===== config.mk =====
export PLATFORM = sky130hd
export DESIGN_NAME = thread_issue_sel
export DESIGN_NICKNAME = d
export VERILOG_FILES = /design/src/rtl/tis_pkg.sv /design/src/rtl/tis_ctrl.sv /design/src/rtl/tis_pick.sv /design/src/rtl/thread_issue_sel.sv
export SDC_FILE = /design/constraint.sdc
export NUM_CORES = 1
export LEC_CHECK = 0
export ABC_AREA = 1
export ABC_CLOCK_PERIOD_IN_PS = 1700
export BUFFER_PORTS_ARGS = -buffer_cell sky130_fd_sc_hd__buf_2
export CORE_ASPECT_RATIO = 1.2
export CORE_UTILIZATION = 46
export DETAILED_ROUTE_END_ITERATION = 10
export MAX_ROUTING_LAYER = met4
export PLACE_DENSITY = 0.79
export SKIP_CTS_REPAIR_TIMING = 1
export SLEW_MARGIN = 20
export SYNTH_ARGS = -nofsm -noshare
export SYNTH_HDL_FRONTEND = slang
export SYNTH_HIERARCHICAL = 1
export SYNTH_SLANG_ARGS = --single-unit
export TNS_END_PERCENT = 1

===== constraint.sdc =====
create_clock -name clk -period 1.7 [get_ports clk]
set_input_delay 0.255 -clock clk [delete_from_list [all_inputs] [get_ports clk]]
set_output_delay 0.255 -clock clk [all_outputs]
set_load 0.005 [all_outputs]

===== src/rtl/tis_pkg.sv =====
package tis_pkg;
  localparam int NTHR  = 4;
  localparam int TID_W = $clog2(NTHR);

  typedef logic [NTHR-1:0] thrVec_t;

  // strobes from the control path to the recency datapath
  typedef struct packed {
    thrVec_t elig;
    logic    anyElig;
  } tisStrobe_t;
endpackage


===== src/rtl/tis_ctrl.sv =====
module tis_ctrl
  import tis_pkg::*;
(
  input  logic       clk,
  input  logic       rstN,
  input  thrVec_t    bufValid,
  input  thrVec_t    longLatBusy,
  input  thrVec_t    missPending,
  input  thrVec_t    trapPending,
  input  thrVec_t    conflict,
  input  thrVec_t    suspend,
  input  thrVec_t    sbFull,
  input  thrVec_t    headIsStore,
  input  thrVec_t    headIsLoad,
  input  thrVec_t    ldHit,
  input  thrVec_t    ldMiss,
  input  thrVec_t    missReturn,
  input  thrVec_t    grantVec,
  output tisStrobe_t strobe,
  output thrVec_t    squashVec
);
  thrVec_t specLd;
  thrVec_t parked;
  thrVec_t eligVec;

  always_comb begin
    for (int t = 0; t < NTHR; t++) begin
      squashVec[t] = ldMiss[t] & specLd[t];
      eligVec[t]   = bufValid[t] & ~longLatBusy[t] & ~missPending[t]
                   & ~trapPending[t] & ~conflict[t] & ~suspend[t]
                   & ~(sbFull[t] & headIsStore[t])
                   & ~parked[t] & ~squashVec[t];
    end
    strobe.elig    = eligVec;
    strobe.anyElig = |eligVec;
  end

  genvar g;
  generate
    for (g = 0; g < NTHR; g++) begin : gThr
      always_ff @(posedge clk or negedge rstN) begin
        if (!rstN) begin
          specLd[g] <= 1'b0;
          parked[g] <= 1'b0;
        end else begin
          if (grantVec[g] && headIsLoad[g])
            specLd[g] <= 1'b1;
          else if (ldHit[g] || ldMiss[g])
            specLd[g] <= 1'b0;

          if (squashVec[g])
            parked[g] <= 1'b1;
          else if (missReturn[g])
            parked[g] <= 1'b0;
        end
      end
    end
  endgenerate
endmodule


===== src/rtl/tis_pick.sv =====
module tis_pick
  import tis_pkg::*;
(
  input  logic             clk,
  input  logic             rstN,
  input  tisStrobe_t       strobe,
  output thrVec_t          grantVec,
  output logic [TID_W-1:0] grantId
);
  // older[i][j] set: thread i was selected less recently than thread j
  logic [NTHR-1:0][NTHR-1:0] older;

  always_comb begin
    for (int i = 0; i < NTHR; i++) begin
      grantVec[i] = strobe.elig[i];
      for (int j = 0; j < NTHR; j++)
        if (j != i && strobe.elig[j] && !older[i][j])
          grantVec[i] = 1'b0;
    end
    grantId = '0;
    for (int i = 0; i < NTHR; i++)
      if (grantVec[i]) grantId = TID_W'(i);
  end

  genvar gi, gj;
  generate
    for (gi = 0; gi < NTHR; gi++) begin : gRow
      for (gj = 0; gj < NTHR; gj++) begin : gCol
        if (gi != gj) begin : gCell
          always_ff @(posedge clk or negedge rstN) begin
            if (!rstN)
              older[gi][gj] <= (gi < gj);
            else if (strobe.anyElig) begin
              if (grantVec[gi])      older[gi][gj] <= 1'b0;
              else if (grantVec[gj]) older[gi][gj] <= 1'b1;
            end
          end
        end else begin : gDiag
          assign older[gi][gj] = 1'b0;
        end
      end
    end
  endgenerate
endmodule


===== src/rtl/thread_issue_sel.sv =====
module thread_issue_sel
  import tis_pkg::*;
(
  input  logic             clk,
  input  logic             rstN,
  input  logic [NTHR-1:0]  bufValid,
  input  logic [NTHR-1:0]  longLatBusy,
  input  logic [NTHR-1:0]  missPending,
  input  logic [NTHR-1:0]  trapPending,
  input  logic [NTHR-1:0]  conflict,
  input  logic [NTHR-1:0]  suspend,
  input  logic [NTHR-1:0]  sbFull,
  input  logic [NTHR-1:0]  headIsStore,
  input  logic [NTHR-1:0]  headIsLoad,
  input  logic [NTHR-1:0]  ldHit,
  input  logic [NTHR-1:0]  ldMiss,
  input  logic [NTHR-1:0]  missReturn,
  output logic [NTHR-1:0]  selOneHot,
  output logic             selValid,
  output logic [TID_W-1:0] selId,
  output logic             bubble,
  output logic [NTHR-1:0]  squash
);
  tisStrobe_t strobe;
  thrVec_t    grantVec;
  thrVec_t    eligVec;

  tis_ctrl u_ctrl (
    .clk(clk), .rstN(rstN),
    .bufValid(bufValid), .longLatBusy(longLatBusy), .missPending(missPending),
    .trapPending(trapPending), .conflict(conflict), .suspend(suspend),
    .sbFull(sbFull), .headIsStore(headIsStore), .headIsLoad(headIsLoad),
    .ldHit(ldHit), .ldMiss(ldMiss), .missReturn(missReturn),
    .grantVec(grantVec), .strobe(strobe), .squashVec(squash)
  );

  tis_pick u_pick (
    .clk(clk), .rstN(rstN), .strobe(strobe),
    .grantVec(grantVec), .grantId(selId)
  );

  assign eligVec   = strobe.elig;
  assign selOneHot = grantVec;
  assign selValid  = |grantVec;
  assign bubble    = ~selValid;
endmodule


# Word level (Yosys, flattened, before mapping)
# Index checks and enable logic that the tools add are counted.
word_totals:
  register_bits: 20
  inputBits: 50
  output_inout_bits: 12
  word_cells: 194
classes:
  muxes: 47
  bitwise_logic: 73
  n_reduce_logical: 54
ops:
  columns: ["operator", "n"]
  rows:
  - ["$mux W1", 45]
  - ["$and A1 B1 Y1", 40]
  - ["$not A1 Y1", 33]
  - ["$reduce_bool A2 Y1", 14]
  - ["$logic_and A1 B1 Y1", 16]
  - ["$logic_not A1 Y1", 12]
  - ["$reduce_and A2 Y1", 6]
  - ["$reduce_or A4 Y1", 2]
  - ["$logic_or A1 B1 Y1", 4]
  - ["$mux W2", 2]

# Longest topological paths before layout
logic_depth:
  depth_word: 16
  depth_mapped: 13
  depth_no_buf: 13

# Hierarchy
# The synthesis kept the hierarchy.
modules_own_cells:
  columns: ["module", "instances", "cells_each", "area_each_um2", "seq_area_each_um2"]
  rows:
  - ["tis_pick", 1, 97, 685.7, 307.8]
  - ["tis_ctrl", 1, 88, 589.3, 200.2]
  - ["thread_issue_sel", 1, 9, 35.0, 0.0]

# Least setup slack after synthesis
# No wires, ideal clock.
synth_timing:
  path_kind: "register to output"
  startpoint: "register u_ctrl.parked[0]"
  endpoint: "output bubble"
  t_arrival_ns: 1.324
  required_time_ns: 1.445
  setup_slack_ns: 0.121
  path_stages_with_launch: 12
  path_buffers: 0
  cell_sequence: "dfrtp_1 -> inv_2 -> nand2_2 -> nor2_4 -> nand3b_4 -> inv_1 -> inv_2 -> a21oi_2 -> and2_1 -> inv_1 -> nand2_1 -> nor2_1"
synth_rtl:
  columns: ["element", "line_no", "source"]
  rows:
  - ["from (decl)", "tis_ctrl.sv:23", "thrVec_t parked;"]
  - ["from (signal, indexed assignment)", "tis_ctrl.sv:44", "parked[g] <= 1'b0;"]
  - ["from (signal, indexed assignment)", "tis_ctrl.sv:52", "parked[g] <= 1'b1;"]
  - ["from (signal, indexed assignment)", "tis_ctrl.sv:54", "parked[g] <= 1'b0;"]
  - ["to (decl)", "thread_issue_sel.sv:21", "output logic bubble,"]

==> impl_metrics.toml <==
[worst_setup_path]
crit_arrival_ps = 1820
critPathCaptureType = "output pin"
startpoint_type = "register"
required_ps = 1440
crit_type = "register to output pin"
crit_path_max_fanout = 5
crit_path_frequent_cell = "nand2_1"
slowest_delay_ps = 410
cp_cell_sequence = "nand2_2 > nand2_1 > nand3b_1 > inv_2 > nand2_1 > nand2_1 > inv_2 > and2_4 > nor2_2 > nand3_1 > buf_2"
r2r_slack_ps = 40
slowest_stage = "dfrtp_1"

[grt]
grt.overflow.total = 0
grt_max_degree = 21
antenna_found_initial = 0
grt.total_usage_pct = 21.10
grt_pass1_wl_um = 4678
grt_pass1_vias = 1270

[route]
drc_errors = 0
routedWlPerCell_um = 9.532
viasPerCell = 4.410
drt_iter0_markers = 28
first_pass_iters = 4
drt_wl_total_um = 2955
vias = 1367
ant_nets = 0

[cts]
numCtsBuffers = 3
htreeDepth = 1
insertion_delay_ps = 300
clk_path_buf_depth = 2
path_clk_slew_ps = 120
cts_tree = "done"
cts_sinks = 20
cts_root_buffer = "clkbuf_4"

[sta]
rsz0062_at_grt = "true"
worst_slack_ps = -378.2
slew_violations = 0
max_freq_mhz = 481.2
post-route-period-util_pct = 122.2
setup_viol = 8
worstMarginPinSlew_ps = 427.1
slew_headroom_pct = 71.53
min_period_ps = 2078
final-hold-violation-count = 0
finalClockSkew_ps = 14.52

[synth]
netlist.area_leader.share_pct = 26.74
synth-seq-area-share_pct = 38.78
ys_ff_latch = 20
synth_cell_type_count = 20
async_flop_share_pct = 100.0
netlist_instances = 194
avgSynthCellArea_um2 = 6.753
synth_flop_cell = "dfrtp_1"
synth_nets = 244
synthTopCellsByArea = "dfrtp_1, nand2_1, inv_1"
netlist_area_mm2 = 0.001310
synth_top_cell_by_area = "dfrtp_1"
ys_warn_count = 6
synth_edf_count = 0

[floorplanning]
design.core.area_mm2 = 0.002628
initial_core_util_pct = 49.86
die_x_um = 50.72
die_area_mm2 = 0.003066
fp.dieH_um = 60.46
core.rowCount = 20
io_pins = 62

[layout]
nNetsFinal = 328
final.fill_count = 232
syn_to_final_growth_pct = 42.60
multi_input_area_um2 = 585.6
antenna_cells = 0
final_cell_mix = "buf_2, nand2_1, inv_1"
seq_area_um2 = 508.0
layout_commonest_cell = "buf_2"
fin_cells = 310
drive_gt1_share_pct = 50.54

[place]
dp_cells = 303
place_ws_ps = -43.49
hpwl_um = 2361
gp_congestion = 0.8520
numPortBuffers = 61

[job]
maxCapViolCount = 0

[power_and_ir_drop]
swShare_pct = 24.66
p_sw_mw = 0.2137
seqPwrFrac_pct = 56.9
intPower_mw = 0.6530
p_comb_share_pct = 16.2
ir_drop_v = 0.0004969
p_clk_share_pct = 26.8
p_leak_nw = 1.211
power_density_mw_per_mm2 = 464.0

[run_status]
status = "finished, violations left"
violations = "negative setup slack"

[min_path]
hp-class = "input port to register"
area by class of cell:
type	count	area share (%)
Inverter	68	13.80
Sequential cell	20	27.19
Tap cell	33	2.210
Multi-Input combinational cell	106	31.35
Timing Repair Buffer	79	24.05
Clock buffer	4	1.407
power groups by stage:
stage	clock, mW	combinational (mW)	sequential, mW
6_report	0.232	0.141	0.494
5_1_grt	0.255	0.162	0.494
4_1_cts	0.241	0.139	0.493
3_5_place_dp	0	0.138	0.502
3_3_place_gp	0	0.134	0.502
2_1_floorplan	0	0.0568	0.501
stage by stage:
| stage | instance area (µm²) | setup TNS, ps | util [%] | hold slack [ps] | power (mW) |
|---|---|---|---|---|---|
| finish | 1868 | -2166 | 71.10 | 108.8 | 0.8667 |
| global route | 1868 | -3246 | 71.10 | 100.1 | 0.9111 |
| CTS | 1795 | -2473 | 68.33 | -121.7 | 0.8734 |
| floorplan | 1310 | 0 | - | -40.59 | 0.5581 |
| detailed placement | 1769 | -75.75 | 67.33 | 222.0 | 0.6399 |
| global placement | 1769 | -1.211 | 67.33 | 220.9 | 0.6356 |
state kept, by name, indices dropped and copies added, names as in the netlist:
name and cells:
u_ctrl/specLd 4, u_ctrl/parked 4, u_pick/older 12
synth_stat cells, types with 2 or more instances:
master / number
nand2_1: 60
inv_1: 52
dfrtp_1: 14
inv_2: 13
nor2_1: 11
o21ai_1: 7
dfstp_2: 6
nand2_2: 6
a21oi_2: 4
a22o_1: 4
nand3_2: 4
clkinv_1: 3
nand3b_1: 2
nor2_4: 2
critical path: cells and delay by family, from the launching register on:
kind,cells,cell delay (ps)
and+or+nand+nor,8,810
DFF,1,410
buffers and inverters,3,310
kinds of logic after synthesis:
logic type	after synthesis	share of synthesized area [%]
AND/OR/NAND/NOR	91	33.72
flip-flops	20	38.78
AO/OA/AOI/OAI	15	8.022
buffers and inverters	68	19.48
metal layers:
| layer | up-vias | GRT usage, % | routed length, µm |
|---|---|---|---|
| met5 | - | - | 0 |
| met3 | 6 | 2.757 | 153 |
| met1 | 602 | 20.03 | 1150 |
| li1 | 714 | - | - |
| met2 | 45 | 42.29 | 1597 |
| met4 | 0 | 8.730 | 53 |
worst paths after layout:
check	end	start	depth (start not counted)
min in group asynchronous	u_pick/older[8]	rstN	2
max in group asynchronous	u_pick/older[3]	rstN	2
worst min-delay path	u_ctrl/parked[3]	missReturn[3]	2
worst max-delay path	selValid	u_ctrl/specLd[2]	11
worst max register to register	u_ctrl/specLd[0]	u_ctrl/specLd[2]	10
worst min register to register	u_ctrl/specLd[0]	u_ctrl/specLd[0]	1
No activity file was read; power rests on OpenSTA's default activity.
